===== src/rtl/xw_pkg.sv =====
package xw_pkg;
   localparam int unsigned XW_RA_W = 10;
   localparam logic [XW_RA_W-1:0] RA_TBL_BASE = 10'h000;
   localparam logic [XW_RA_W-1:0] RA_PROTECT  = 10'h085;
   localparam logic [XW_RA_W-1:0] RA_INT_CTL  = 10'h088;
   localparam logic [XW_RA_W-1:0] RA_FLT_ST   = 10'h089;
   localparam logic [XW_RA_W-1:0] RA_FLT_VA   = 10'h08A;
   localparam logic [XW_RA_W-1:0] RA_FLT_ID   = 10'h0E2;
   localparam int unsigned CLR_BIT      = 12;
   localparam int unsigned ID_PORT_LSB  = 8;
   localparam int unsigned ID_AGENT_LSB = 13;

   typedef enum logic [1:0] {
      W_IDLE  = 2'd0,
      W_ISSUE = 2'd1,
      W_WAIT  = 2'd2,
      W_RESP  = 2'd3
   } walk_st_e;
endpackage


===== src/rtl/xw_walk.sv =====
module xw_walk
   import xw_pkg::*;
#(
   parameter int unsigned ADDR_W       = 32,
   parameter int unsigned PAGE_SHIFT   = 12,
   parameter int unsigned PORT_W       = 4,
   parameter int unsigned AGENT_W      = 3,
   parameter int unsigned PROT_ALIGN   = 7,
   parameter int unsigned DESC_VLD_BIT = 1,
   parameter int unsigned DESC_NS_BIT  = 3
) (
   input  logic               clk,
   input  logic               rst_n,
   input  logic               req_valid,
   output logic               req_ready,
   input  logic [ADDR_W-1:0]  req_iova,
   input  logic [PORT_W-1:0]  req_port,
   input  logic [AGENT_W-1:0] req_agent,
   input  logic [ADDR_W-1:0]  tbl_base,
   input  logic [ADDR_W-1:0]  prot_base,
   output logic               mem_rd_en,
   output logic [ADDR_W-1:0]  mem_rd_addr,
   input  logic               mem_rd_valid,
   input  logic [ADDR_W-1:0]  mem_rd_data,
   output logic               rsp_valid,
   output logic [ADDR_W-1:0]  rsp_pa,
   output logic               rsp_fault,
   output logic               rsp_nonsec,
   output logic               flt_evt,
   output logic [ADDR_W-1:0]  flt_va,
   output logic [PORT_W-1:0]  flt_port,
   output logic [AGENT_W-1:0] flt_agent
);
   localparam int unsigned VPN_W     = ADDR_W - PAGE_SHIFT;
   localparam int unsigned IDX_SHIFT = 2;

   walk_st_e st_q;
   logic [ADDR_W-1:0]  iova_q, addr_q, pa_q;
   logic [PORT_W-1:0]  port_q;
   logic [AGENT_W-1:0] agent_q;
   logic               fault_q, ns_q;
   logic               accept, desc_hit, desc_ok;
   logic [ADDR_W-1:0]  redirect_pa, xlat_pa, entry_addr;
   logic               unused_desc_low;

   assign accept     = req_valid && (st_q == W_IDLE);
   assign desc_hit   = (st_q == W_WAIT) && mem_rd_valid;
   assign desc_ok    = mem_rd_data[DESC_VLD_BIT];
   assign entry_addr = tbl_base + ADDR_W'({req_iova[ADDR_W-1:PAGE_SHIFT], {IDX_SHIFT{1'b0}}});
   assign xlat_pa    = {mem_rd_data[ADDR_W-1:PAGE_SHIFT], iova_q[PAGE_SHIFT-1:0]};
   assign unused_desc_low = ^mem_rd_data[PAGE_SHIFT-1:0];

   generate
      if (PROT_ALIGN > 0) begin : g_prot_aligned
         logic unused_prot_low;
         assign redirect_pa     = {prot_base[ADDR_W-1:PROT_ALIGN], {PROT_ALIGN{1'b0}}};
         assign unused_prot_low = ^prot_base[PROT_ALIGN-1:0];
      end else begin : g_prot_raw
         assign redirect_pa = prot_base;
      end
   endgenerate

   always_ff @(posedge clk or negedge rst_n) begin
      if (!rst_n) begin
         st_q    <= W_IDLE;
         iova_q  <= '0;
         addr_q  <= '0;
         port_q  <= '0;
         agent_q <= '0;
         pa_q    <= '0;
         fault_q <= 1'b0;
         ns_q    <= 1'b0;
      end else begin
         unique case (st_q)
            W_IDLE: if (accept) begin
               st_q    <= W_ISSUE;
               iova_q  <= req_iova;
               port_q  <= req_port;
               agent_q <= req_agent;
               addr_q  <= entry_addr;
            end
            W_ISSUE: st_q <= W_WAIT;
            W_WAIT: if (desc_hit) begin
               st_q    <= W_RESP;
               fault_q <= !desc_ok;
               ns_q    <= desc_ok && mem_rd_data[DESC_NS_BIT];
               pa_q    <= desc_ok ? xlat_pa : redirect_pa;
            end
            W_RESP: st_q <= W_IDLE;
            default: st_q <= W_IDLE;
         endcase
      end
   end

   assign req_ready   = (st_q == W_IDLE);
   assign mem_rd_en   = (st_q == W_ISSUE);
   assign mem_rd_addr = addr_q;
   assign rsp_valid   = (st_q == W_RESP);
   assign rsp_pa      = pa_q;
   assign rsp_fault   = fault_q;
   assign rsp_nonsec  = ns_q;
   assign flt_evt     = desc_hit && !desc_ok;
   assign flt_va      = {iova_q[ADDR_W-1:PAGE_SHIFT], {PAGE_SHIFT{1'b0}}};
   assign flt_port    = port_q;
   assign flt_agent   = agent_q;
endmodule


===== src/rtl/xw_regs.sv =====
module xw_regs
   import xw_pkg::*;
#(
   parameter int unsigned ADDR_W     = 32,
   parameter int unsigned RA_W       = 10,
   parameter int unsigned PORT_W     = 4,
   parameter int unsigned AGENT_W    = 3,
   parameter int unsigned NSRC       = 8,
   parameter int unsigned PROT_ALIGN = 7,
   parameter int unsigned AGENT_TOP  = 6
) (
   input  logic               clk,
   input  logic               rst_n,
   input  logic               reg_we,
   input  logic [RA_W-1:0]    reg_addr,
   input  logic [ADDR_W-1:0]  reg_wdata,
   output logic [ADDR_W-1:0]  reg_rdata,
   input  logic               flt_evt,
   input  logic [ADDR_W-1:0]  flt_va,
   input  logic [PORT_W-1:0]  flt_port,
   input  logic [AGENT_W-1:0] flt_agent,
   output logic [ADDR_W-1:0]  tbl_base,
   output logic [ADDR_W-1:0]  prot_base,
   output logic               fault_pending,
   output logic [ADDR_W-1:0]  fault_va,
   output logic [NSRC-1:0]    int_en,
   output logic               clr_req,
   output logic               irq
);
   localparam logic [ADDR_W-1:0] PROT_KEEP = ~ADDR_W'((64'd1 << PROT_ALIGN) - 64'd1);

   logic [ADDR_W-1:0] base_q, prot_q, fva_q, fid_q, id_pack;
   logic [NSRC-1:0]   en_q, src_pend;
   logic              pend_q, take_fault;

   always_comb begin
      id_pack = '0;
      id_pack[ID_AGENT_LSB +: AGENT_W] = AGENT_W'(AGENT_TOP) - flt_agent;
      id_pack[ID_PORT_LSB +: PORT_W]   = flt_port;
   end

   assign clr_req    = reg_we && (reg_addr == RA_INT_CTL) && reg_wdata[CLR_BIT];
   assign take_fault = flt_evt && (!pend_q || clr_req);

   always_ff @(posedge clk or negedge rst_n) begin
      if (!rst_n) begin
         base_q <= '0;
         prot_q <= '0;
         en_q   <= '0;
         pend_q <= 1'b0;
         fva_q  <= '0;
         fid_q  <= '0;
      end else begin
         if (reg_we) begin
            if (reg_addr == RA_TBL_BASE) base_q <= reg_wdata;
            if (reg_addr == RA_PROTECT)  prot_q <= reg_wdata & PROT_KEEP;
            if (reg_addr == RA_INT_CTL)  en_q   <= reg_wdata[NSRC-1:0];
         end
         if (take_fault) begin
            pend_q <= 1'b1;
            fva_q  <= flt_va;
            fid_q  <= id_pack;
         end else if (clr_req) begin
            pend_q <= 1'b0;
         end
      end
   end

   assign src_pend = NSRC'(pend_q);

   always_comb begin
      unique case (reg_addr)
         RA_TBL_BASE: reg_rdata = base_q;
         RA_PROTECT:  reg_rdata = prot_q;
         RA_INT_CTL:  reg_rdata = ADDR_W'(en_q);
         RA_FLT_ST:   reg_rdata = ADDR_W'(src_pend);
         RA_FLT_VA:   reg_rdata = fva_q;
         RA_FLT_ID:   reg_rdata = fid_q;
         default:     reg_rdata = '0;
      endcase
   end

   assign tbl_base      = base_q;
   assign prot_base     = prot_q;
   assign fault_pending = pend_q;
   assign fault_va      = fva_q;
   assign int_en        = en_q;
   assign irq           = |(src_pend & en_q);
endmodule


===== src/rtl/xlat_flat_walker.sv =====
module xlat_flat_walker
   import xw_pkg::*;
#(
   parameter int unsigned ADDR_W     = 32,
   parameter int unsigned PAGE_SHIFT = 12,
   parameter int unsigned PORT_W     = 4,
   parameter int unsigned AGENT_W    = 3,
   parameter int unsigned NSRC       = 8,
   parameter int unsigned PROT_ALIGN = 7,
   parameter int unsigned AGENT_TOP  = 6,
   parameter int unsigned RA_W       = 10
) (
   input  logic               clk,
   input  logic               rst_n,
   input  logic               req_valid,
   output logic               req_ready,
   input  logic [ADDR_W-1:0]  req_iova,
   input  logic [PORT_W-1:0]  req_port,
   input  logic [AGENT_W-1:0] req_agent,
   output logic               mem_rd_en,
   output logic [ADDR_W-1:0]  mem_rd_addr,
   input  logic               mem_rd_valid,
   input  logic [ADDR_W-1:0]  mem_rd_data,
   output logic               rsp_valid,
   output logic [ADDR_W-1:0]  rsp_pa,
   output logic               rsp_fault,
   output logic               rsp_nonsec,
   input  logic               reg_we,
   input  logic [RA_W-1:0]    reg_addr,
   input  logic [ADDR_W-1:0]  reg_wdata,
   output logic [ADDR_W-1:0]  reg_rdata,
   output logic               irq
);
   generate
      if (ADDR_W != 32) begin : g_bad_addr_w
         $error("xlat_flat_walker: address width must be 32");
      end
      if (PAGE_SHIFT != 12) begin : g_bad_page
         $error("xlat_flat_walker: only 4 KB pages are handled");
      end
      if (RA_W != XW_RA_W) begin : g_bad_ra_w
         $error("xlat_flat_walker: register index width must match package");
      end
      if (NSRC < 1 || NSRC > CLR_BIT) begin : g_bad_nsrc
         $error("xlat_flat_walker: source count must sit below the clear bit");
      end
      if (PORT_W > ID_AGENT_LSB - ID_PORT_LSB || AGENT_W + ID_AGENT_LSB > ADDR_W) begin : g_bad_id
         $error("xlat_flat_walker: identifier fields overlap");
      end
      if (PROT_ALIGN >= PAGE_SHIFT) begin : g_bad_prot
         $error("xlat_flat_walker: protect alignment too coarse");
      end
   endgenerate

   logic [ADDR_W-1:0]  tbl_base, prot_base, flt_va, fault_va;
   logic [PORT_W-1:0]  flt_port;
   logic [AGENT_W-1:0] flt_agent;
   logic [NSRC-1:0]    int_en;
   logic               flt_evt, fault_pending, clr_req;

   xw_walk #(
      .ADDR_W(ADDR_W), .PAGE_SHIFT(PAGE_SHIFT), .PORT_W(PORT_W),
      .AGENT_W(AGENT_W), .PROT_ALIGN(PROT_ALIGN), .DESC_VLD_BIT(1), .DESC_NS_BIT(3)
   ) u_walk (
      .clk(clk), .rst_n(rst_n),
      .req_valid(req_valid), .req_ready(req_ready), .req_iova(req_iova),
      .req_port(req_port), .req_agent(req_agent),
      .tbl_base(tbl_base), .prot_base(prot_base),
      .mem_rd_en(mem_rd_en), .mem_rd_addr(mem_rd_addr),
      .mem_rd_valid(mem_rd_valid), .mem_rd_data(mem_rd_data),
      .rsp_valid(rsp_valid), .rsp_pa(rsp_pa), .rsp_fault(rsp_fault), .rsp_nonsec(rsp_nonsec),
      .flt_evt(flt_evt), .flt_va(flt_va), .flt_port(flt_port), .flt_agent(flt_agent)
   );

   xw_regs #(
      .ADDR_W(ADDR_W), .RA_W(RA_W), .PORT_W(PORT_W), .AGENT_W(AGENT_W),
      .NSRC(NSRC), .PROT_ALIGN(PROT_ALIGN), .AGENT_TOP(AGENT_TOP)
   ) u_regs (
      .clk(clk), .rst_n(rst_n),
      .reg_we(reg_we), .reg_addr(reg_addr), .reg_wdata(reg_wdata), .reg_rdata(reg_rdata),
      .flt_evt(flt_evt), .flt_va(flt_va), .flt_port(flt_port), .flt_agent(flt_agent),
      .tbl_base(tbl_base), .prot_base(prot_base),
      .fault_pending(fault_pending), .fault_va(fault_va), .int_en(int_en),
      .clr_req(clr_req), .irq(irq)
   );
endmodule


===== config.mk =====
export PLATFORM = sky130hd
export DESIGN_NAME = xlat_flat_walker
export DESIGN_NICKNAME = d
export VERILOG_FILES = /design/src/rtl/xw_pkg.sv /design/src/rtl/xw_walk.sv /design/src/rtl/xw_regs.sv /design/src/rtl/xlat_flat_walker.sv
export SDC_FILE = /design/constraint.sdc
export NUM_CORES = 1
export LEC_CHECK = 0
export BUFFER_PORTS_ARGS = -buffer_cell sky130_fd_sc_hd__buf_4
export CORE_ASPECT_RATIO = 0.6
export CORE_MARGIN = 1.5
export CORE_UTILIZATION = 56
export CTS_BUF_LIST = sky130_fd_sc_hd__clkbuf_4
export DETAILED_ROUTE_END_ITERATION = 12
export GPL_TIMING_DRIVEN = 0
export PLACE_DENSITY = 0.83
export SLEW_MARGIN = 0
export SYNTH_ARGS = -nofsm -noshare
export SYNTH_HDL_FRONTEND = slang
export SYNTH_SLANG_ARGS = --single-unit

===== constraint.sdc =====
create_clock -name clk -period 3.2 [get_ports clk]
set_input_delay 0.32 -clock clk [delete_from_list [all_inputs] [get_ports clk]]
set_output_delay 0.32 -clock clk [all_outputs]
set_load 0.01 [all_outputs]

==> key figures, run 1 <==
Place
  • Port buffer count: 208
  • Post-DP HPWL: approximately 21 mm
  • Placed Cells: 1348
  • RD Place Congestion: a little over 0.9

Global routing
  • Vias in the first global route: 8459
  • GRT overflow: 0
  • Initial antenna violation count: 1
  • Largest net degree at the start of global routing: 107
  • First-pass GRT wire length: between 40 and 50 mm
  • GRT Overall Usage: 33.50%

Logic synthesis
  • Yosys warning total: 0
  • Largest area contributor in the netlist: dfrtp_1
  • Avg Cell Area, Syn: 10.50 sq um
  • Netlist Area Pre-Place: 9563 sq um
  • Synth unique cells: between 60 and 70
  • Synth top area share: around 52%
  • Synth Instances: 911
  • EDFF count, synth: 0
  • Sequential share of the synthesized area: between 50% and 60%
  • Net Count, Synth: 1055
  • Ranking of synthesized cells by area: dfrtp_1 (52%), mux2_2 (11%), nand2_1 (8.6%)
  • Synth Flop Type: dfrtp_1
  • Flops & latches, synth: 200
  • FFs w/ async S/R, synth: 100.0%

Pwr
  • Pwr dens: 600.7 nW/um^2
  • Static leakage: 6.429 nW
  • Maximum VDD drop: about 0.00034 V

STA
  • Rel. slew slack: between 40% and 50%
  • Worst-Margin Slew: between 0.8 and 0.9 ns
  • Fmax: ~320 MHz
  • Setup TNS: 0 ns
  • Tcrit/Tclk final: 96.84%
  • Final setup fails: 0
  • RSZ-0062 raised after global routing: false
  • Hold Fails Final Rpt: 0
  • Pins Over Slew Limit: 0
  • Layout Skew: 0.03333 ns
  • Minimum clock period: 3.099 ns

Cells and area
  • Nets: 1364
  • Layout area overhead: 31.02%
  • Fraction of layout cells with a size suffix above 1: 27.74%
  • Filler cells: roughly 1100
  • Final Non-Filler Cells: approximately 1500
  • Post-layout util: around three quarters

Critical path
  • Req. time, crit path: 2.88 ns
  • Setup crit end kind: output pin
  • Crit-path max cell delay: roughly 0.7 ns
  • Reg-to-reg startpoint: u_regs.tbl_base[2]
  • WP data arrival: roughly 2.8 ns
  • Beginning of the critical path: reg_addr[1]
  • CP most frequent cell: buf_4
  • Critical Path Slowest Stage Cell: nor3_2
  • R2R Setup Slk: ~0.25 ns
  • Critical path fanouts, max: 10
  • Worst-path cell chain: buf_4 -> nor4_2 -> nand2_1 -> nor3_2 -> clkbuf_1 -> a222oi_1 -> inv_1 -> buf_4
  • Critical Path Start Type: input port
  • Crit Path Class: input port to output pin

Clock network
  • Total clock sinks: 200
  • Clock root buffer master: clkbuf_4
  • H-Tree Level Count: 4
  • Worst-path clk slew: about 0.18 ns
  • Clock buffer count from CTS: 17
  • Skew-Pair Late Insertion Delay: about 0.60 ns
  • Max Root-Sink Buffers: 2
  • Post-CTS Setup Bufs: 0
  • TritonCTS clock tree: built

Hold path
  • Hold Path Origin: mem_rd_data[30]
  • Hold Path Class: input port to register

Detailed routing
  • Post-DR wirelength/cell: approximately 20 microns
  • Post-route ant nets: 0
  • Final wirelength: 29.39 mm
  • DR iter-0 viols: ~960
  • First-pass DRT Iterations: 6
  • Vias per inst: 5.899
  • DRC: 0
  • Routed vias: 8625

Outcome
  • Status: finished clean

Job
  • Max_cap viols: 0

Floorplanning
  • Die Height: approximately 100 microns
  • Top-Level Pins: 220
  • Core outline area: approximately 16000 sq um
  • Row cnt: 36
  • Initial Util: between 50% and 60%
  • DIE AREA: 17900 sq um
  • Die X: 171.7 microns
==> Yosys cell counts, drive strengths merged, types with 11 or more instances <==
cell and n:
mux2 92, inv 31, a222oi 25, nand3 26, nand4 11, mux2i 26
dfrtp 200, nor2 18, o21ai 54, buf 14, ha 25, clkbuf 36
nand2 219, a21oi 25
==> power breakdown <==
| group | switching, mW | internal, mW | total (mW) |
|---|---|---|---|
| Combinational | 1.31 | 1.14 | 2.45 |
| Clock | 0.973 | 0.342 | 1.31 |
| Sequential | 0.481 | 3.28 | 3.76 |
| Total | 2.76 | 4.77 | 7.53 |
==> worst max-delay path: cells and delay by family <==
kind,cells,cell delay [ns]
AOI/OAI and AO/OA,1,0.24
buffers and inverters,4,1.03
and+or+nand+nor,3,1.17
==> path summary, 6_finish.rpt <==
kind	endpoint	cells past startpoint
setup / recovery	reg_rdata[16]	8
hold / removal	u_walk.rsp_pa[30]	3
setup reg to reg	u_walk.mem_rd_addr[26]	8
hold reg to reg	u_walk.iova_q[26]	2
max in group asynchronous	u_regs.tbl_base[10]	3
min in group asynchronous	u_walk.mem_rd_addr[27]	2
==> stage by stage <==
| step | instance area (sq um) | total power, mW | hold slack, ns | setup slack (ns) |
|---|---|---|---|---|
| floorplan | 9563 | 4.892 | 0.02441 | 0.7061 |
| global placement | 11410 | 6.005 | 0.4560 | 0.1606 |
| detailed placement | 11440 | 6.128 | 0.3874 | 0.08170 |
| CTS | 12520 | 7.472 | 0.0003191 | 0.1081 |
| global route | 12530 | 7.963 | 0.02585 | 0.004684 |
| finish | 12530 | 7.526 | 0.01615 | 0.1011 |
==> cells by family after synthesis <==
kind of cell	after synthesis	share of synthesized area, %
and+or+nand+nor	311	14.17
muxes	118	13.55
DFF	200	52.34
adders and majority gates	26	3.480
xor gates and xnor gates	13	1.191
AOI/OAI and AO/OA	162	11.83
buffers and inverters	81	3.441
==> per-layer routing <==
metal  global-route usage (%)  part of all wire (%)
met4                    9.211                   1.5
met2                    51.04                    45
met1                    47.14                    43
met5                        0                     0
met3                    9.132                   9.9
==> state kept, by name (all words and copies together) (netlist names), 2 cells and up <==
signal	cells
u_regs.tbl_base	32
u_walk.iova_q	32
u_walk.mem_rd_addr	32
u_walk.rsp_pa	32
u_regs.prot_base	25
u_regs.fault_va	20
u_regs.int_en	8
u_regs.fid_q	7
u_walk.flt_port	4
u_walk.flt_agent	3
u_walk.st_q	2
==> layout by cell type, fill, tap and decap left out, types with 18 or more instances in the layout <==
| cell | count |
|---|---|
| mux2i_1 | 26 |
| buf_4 | 207 |
| a222oi_1 | 25 |
| clkbuf_1 | 36 |
| mux2_2 | 91 |
| a21oi_1 | 24 |
| ha_1 | 25 |
| o21ai_0 | 54 |
| dfrtp_1 | 200 |
| nand2_1 | 219 |
| nor2_1 | 18 |
| inv_1 | 31 |
| nand3_1 | 25 |
| dlygate4sd3_1 | 81 |
==> cell type report <==
cell class              count  area, sq um  area share, %
diodes                      1        2.502        0.01997
plain buffers              50        212.7          1.698
clock buffers              17        127.6          1.019
clock inverters            15        137.6          1.098
inverters                  31        116.4         0.9287
multi-input cells         630         4235          33.80
flip-flops and latches    200         5005          39.94
well taps                 228        285.3          2.277
repair buffers            290         2407          19.21
==> repair_timing <==
| item | CTS | global route |
|---|---|---|
| hold buffers | 81 | 0 |
| resized for setup | 0 | 1 |
| endpoints found under the hold margin | 206 | 0 |
| setup endpoints to repair | 0 | 7 |
No activity file was read; power rests on OpenSTA's default activity.
==> run 2, diff against run 1 <==
--- a/config.mk
+++ b/config.mk
@@ -5,7 +5,7 @@
 export SDC_FILE = /design/constraint.sdc
 export NUM_CORES = 1
 export LEC_CHECK = 0
-export BUFFER_PORTS_ARGS = -buffer_cell sky130_fd_sc_hd__buf_4
+export BUFFER_PORTS_ARGS = -buffer_cell sky130_fd_sc_hd__buf_2
 export CORE_ASPECT_RATIO = 0.6
 export CORE_MARGIN = 1.5
 export CORE_UTILIZATION = 56
==> key figures, run 2 (same netlist as run 1, synthesis figures left out) <==
Outcome
  • Status: finished clean (unchanged)

Floorplanning
  • Die X: 171.7 microns (unchanged)
  • Initial Util: 58.01% (unchanged)
  • Top-Level Pins: 220 (unchanged)
  • Row cnt: 36 (unchanged)
  • Core outline area: 16490 sq um (unchanged)
  • Die Height: 104.2 microns (unchanged)
  • DIE AREA: 17900 sq um (unchanged)

Job
  • Max_cap viols: 0 (unchanged)

Cells and area
  • Post-layout util: 72.33% (was 76.00%)
  • Fraction of layout cells with a size suffix above 1: 28.05% (was 27.74%)
  • Filler cells: 1250 (was 1138)
  • Commonest non-fill, non-tap cell in the layout: nand2_1 (unchanged)
  • Most frequent cells in the layout: nand2_1 (219), buf_2 (209), dfrtp_1 (200), mux2_2 (91), dlygate4sd3_1 (71) (was nand2_1 (219), buf_4 (207), dfrtp_1 (200), mux2_2 (91), dlygate4sd3_1 (81))
  • Area of the multi-input gates: 4242 sq um (was 4235 sq um)
  • Nets: 1354 (was 1364)
  • FF+latch area: 5005 sq um (unchanged)
  • Layout area overhead: 24.69% (was 31.02%)

Critical path
  • Critical path fanouts, max: 10 (unchanged)
  • R2R Setup Slk: 0.27 ns (was 0.25 ns)
  • CP most frequent cell: buf_2 (was buf_4)
  • FF-to-FF path depth: 8 (unchanged)
  • Worst-path cell chain: buf_2 -> nor3b_1 -> nand2_1 -> nor3_4 -> clkbuf_1 -> a222oi_1 -> inv_1 -> buf_2 (was buf_4 -> nor4_2 -> nand2_1 -> nor3_2 -> clkbuf_1 -> a222oi_1 -> inv_1 -> buf_4)
  • R2r endpoint: u_walk.mem_rd_addr[30] (was u_walk.mem_rd_addr[26])
  • Reg-to-reg startpoint: u_regs.tbl_base[2] (unchanged)
  • Setup crit end kind: output pin (unchanged)
  • Crit-path max cell delay: 0.57 ns (was 0.70 ns)
  • Critical Path Start Type: input port (unchanged)
  • Crit Path Class: input port to output pin (unchanged)
  • Critical Path Slowest Stage Cell: clkbuf_1 (was nor3_2)
  • Critical path's top delay family: simple AND/OR/NAND/NOR gates (unchanged)
  • WP data arrival: 2.64 ns (was 2.78 ns)
  • Buf/Inv on CP: 4 (unchanged)
  • Req. time, crit path: 2.88 ns (about the same)

Detailed routing
  • Vias per inst: 5.784 (was 5.899)
  • DRC: 0 (unchanged)
  • Routed vias: 8398 (was 8625)
  • First-pass DRT Iterations: 5 (was 6)
  • Final wirelength: 28.40 mm (was 29.39 mm)
  • DR iter-0 viols: 870 (was 956)
  • Post-route ant nets: 0 (unchanged)
  • Post-DR wirelength/cell: 19.56 microns (was 20.10 microns)

STA
  • Layout Skew: 0.03579 ns (was 0.03333 ns)
  • Fmax: 338.1 MHz (was 322.7 MHz)
  • Slack of the critical path: 0.2419 ns (was 0.1011 ns)
  • Hold Fails Final Rpt: 0 (unchanged)
  • Tcrit/Tclk final: 92.44% (was 96.84%)
  • Rel. slew slack: 40.76% (was 41.10%)
  • Pins Over Slew Limit: 0 (unchanged)
  • Worst hold margin: 0.03429 ns (was 0.01615 ns)
  • RSZ-0062 raised after global routing: false (unchanged)
  • Final setup fails: 0 (unchanged)
  • Worst-Margin Slew: 0.8885 ns (was 0.8835 ns)
  • Minimum clock period: 2.958 ns (was 3.099 ns)

Clock network
  • Skew-Pair Late Insertion Delay: 0.57 ns (was 0.60 ns)
  • Post-CTS Setup Bufs: 0 (unchanged)
  • Clock buffer count from CTS: 17 (unchanged)
  • Clock root buffer master: clkbuf_4 (unchanged)
  • TritonCTS clock tree: built (unchanged)
  • Max Root-Sink Buffers: 2 (unchanged)
  • H-Tree Level Count: 4 (unchanged)
  • Total clock sinks: 200 (unchanged)
  • Worst-path clk slew: 0.16 ns (was 0.18 ns)

Global routing
  • GRT Overall Usage: 32.41% (was 33.50%)
  • First-pass GRT wire length: 44.02 mm (was 45.52 mm)
  • GR Util met1: 46.90% (was 47.14%)
  • Vias in the first global route: 8237 (was 8459)
  • GRT met2 Usage: 48.87% (was 51.04%)
  • Largest net degree at the start of global routing: 111 (was 107)
  • Initial antenna violation count: 1 (unchanged)
  • Met3 usage: 8.676% (was 9.132%)
  • Global route hottest layer: met2 (unchanged)
  • GRT overflow: 0 (unchanged)

Place
  • Port buffer count: 208 (unchanged)
  • Post-Place Setup Slack: 0.1126 ns (was 0.08170 ns)
  • RD Place Congestion: 0.9223 (was 0.9094)
  • Post-DP HPWL: 20.67 mm (was 21.11 mm)

Pwr
  • Maximum VDD drop: 0.0003727 V (was 0.0003431 V)
  • Pwr dens: 605.9 nW/um^2 (was 600.7 nW/um^2)
  • Static leakage: 6.287 nW (was 6.429 nW)

Hold path
  • Hold Path Class: input port to register (unchanged)
  • Hold Path Origin: req_iova[17] (was mem_rd_data[30])
  • Worst Hold End: u_walk.iova_q[17] (was u_walk.rsp_pa[30])
  • Hold-critical path depth: 3 (unchanged)
[run 2: changes by cell type in the layout (fill, tap and decap cells not counted), sizes merged]
cell,previous run,this run
clkbuf,53,54
dlygate4sd3,81,71
clkinv,5,4
[run 2: routing by layer]
| metal | vias to the layer above | routed length (microns) |
|---|---|---|
| met5 | - | 0 |
| met4 | 0 | 399 |
| met3 | 29 | 3150 |
| met2 | 413 | 12550 |
| met1 | 4120 | 12300 |
| li1 | 3836 | - |
[run 2: metrics by stage]
step                      power [mW]  TNS (ns)  cell area [sq um]  cells
after floorplan                4.892         0               9563    911
after global placement         5.739   -288.17              10890   1347
after detailed placement       5.863         0              10930   1348
after CTS                      7.207         0              11880   1448
after global routing           7.698         0              11920   1452
final                          7.225         0              11920   1452
[run 2: how the worst max path moves through the flow]
stage	to	from	cells past startpoint	slack, ns
floorplan	u_walk.mem_rd_addr[18]	u_regs.tbl_base[2]	8	0.71
global placement	u_walk.iova_q[0]	rst_n	1	-1.46
detailed placement	u_walk.mem_rd_addr[26]	req_iova[12]	9	0.11
CTS	u_walk.mem_rd_addr[26]	u_regs.tbl_base[2]	8	0.16
global route	reg_rdata[16]	reg_addr[5]	8	0.05
finish	reg_rdata[16]	reg_addr[5]	8	0.24
[run 2: what timing repair did]
item                                    CTS  global route
endpoints found under the setup margin    0             6
gates resized for setup                   0             2
hold buffers                             68             3
hold endpoints to repair                179             5
[run 2: area by class of cell]
cell class                      instances  share of cell area, %
Clock buffer                           18                  1.133
Inverter                               31                 0.9759
Sequential cell                       200                  41.97
Buffer                                 50                  1.784
Clock inverter                         14                  1.144
Tap cell                              228                  2.392
Antenna cell                            1                0.02099
Timing Repair Buffer                  280                  15.01
Multi-Input combinational cell        630                  35.57
[run 2: worst reg2reg max path, cell delays in order, from the launching register on]
cell	delay (ns)
dfrtp_1	0.44
ha_1	0.21
fa_1	0.43
a21o_1	0.23
a221oi_2	0.41
o221ai_1	0.36
a21oi_2	0.41
o21ai_0	0.16
a31oi_1	0.20
[run 2: where the power goes]
| group | leakage (nW) | switching [mW] | total (mW) | internal (mW) |
|---|---|---|---|---|
| Sequential | 2.63 | 0.463 | 3.75 | 3.28 |
| Combinational | 3.52 | 1.27 | 2.17 | 0.895 |
| Clock | 0.141 | 0.955 | 1.31 | 0.356 |
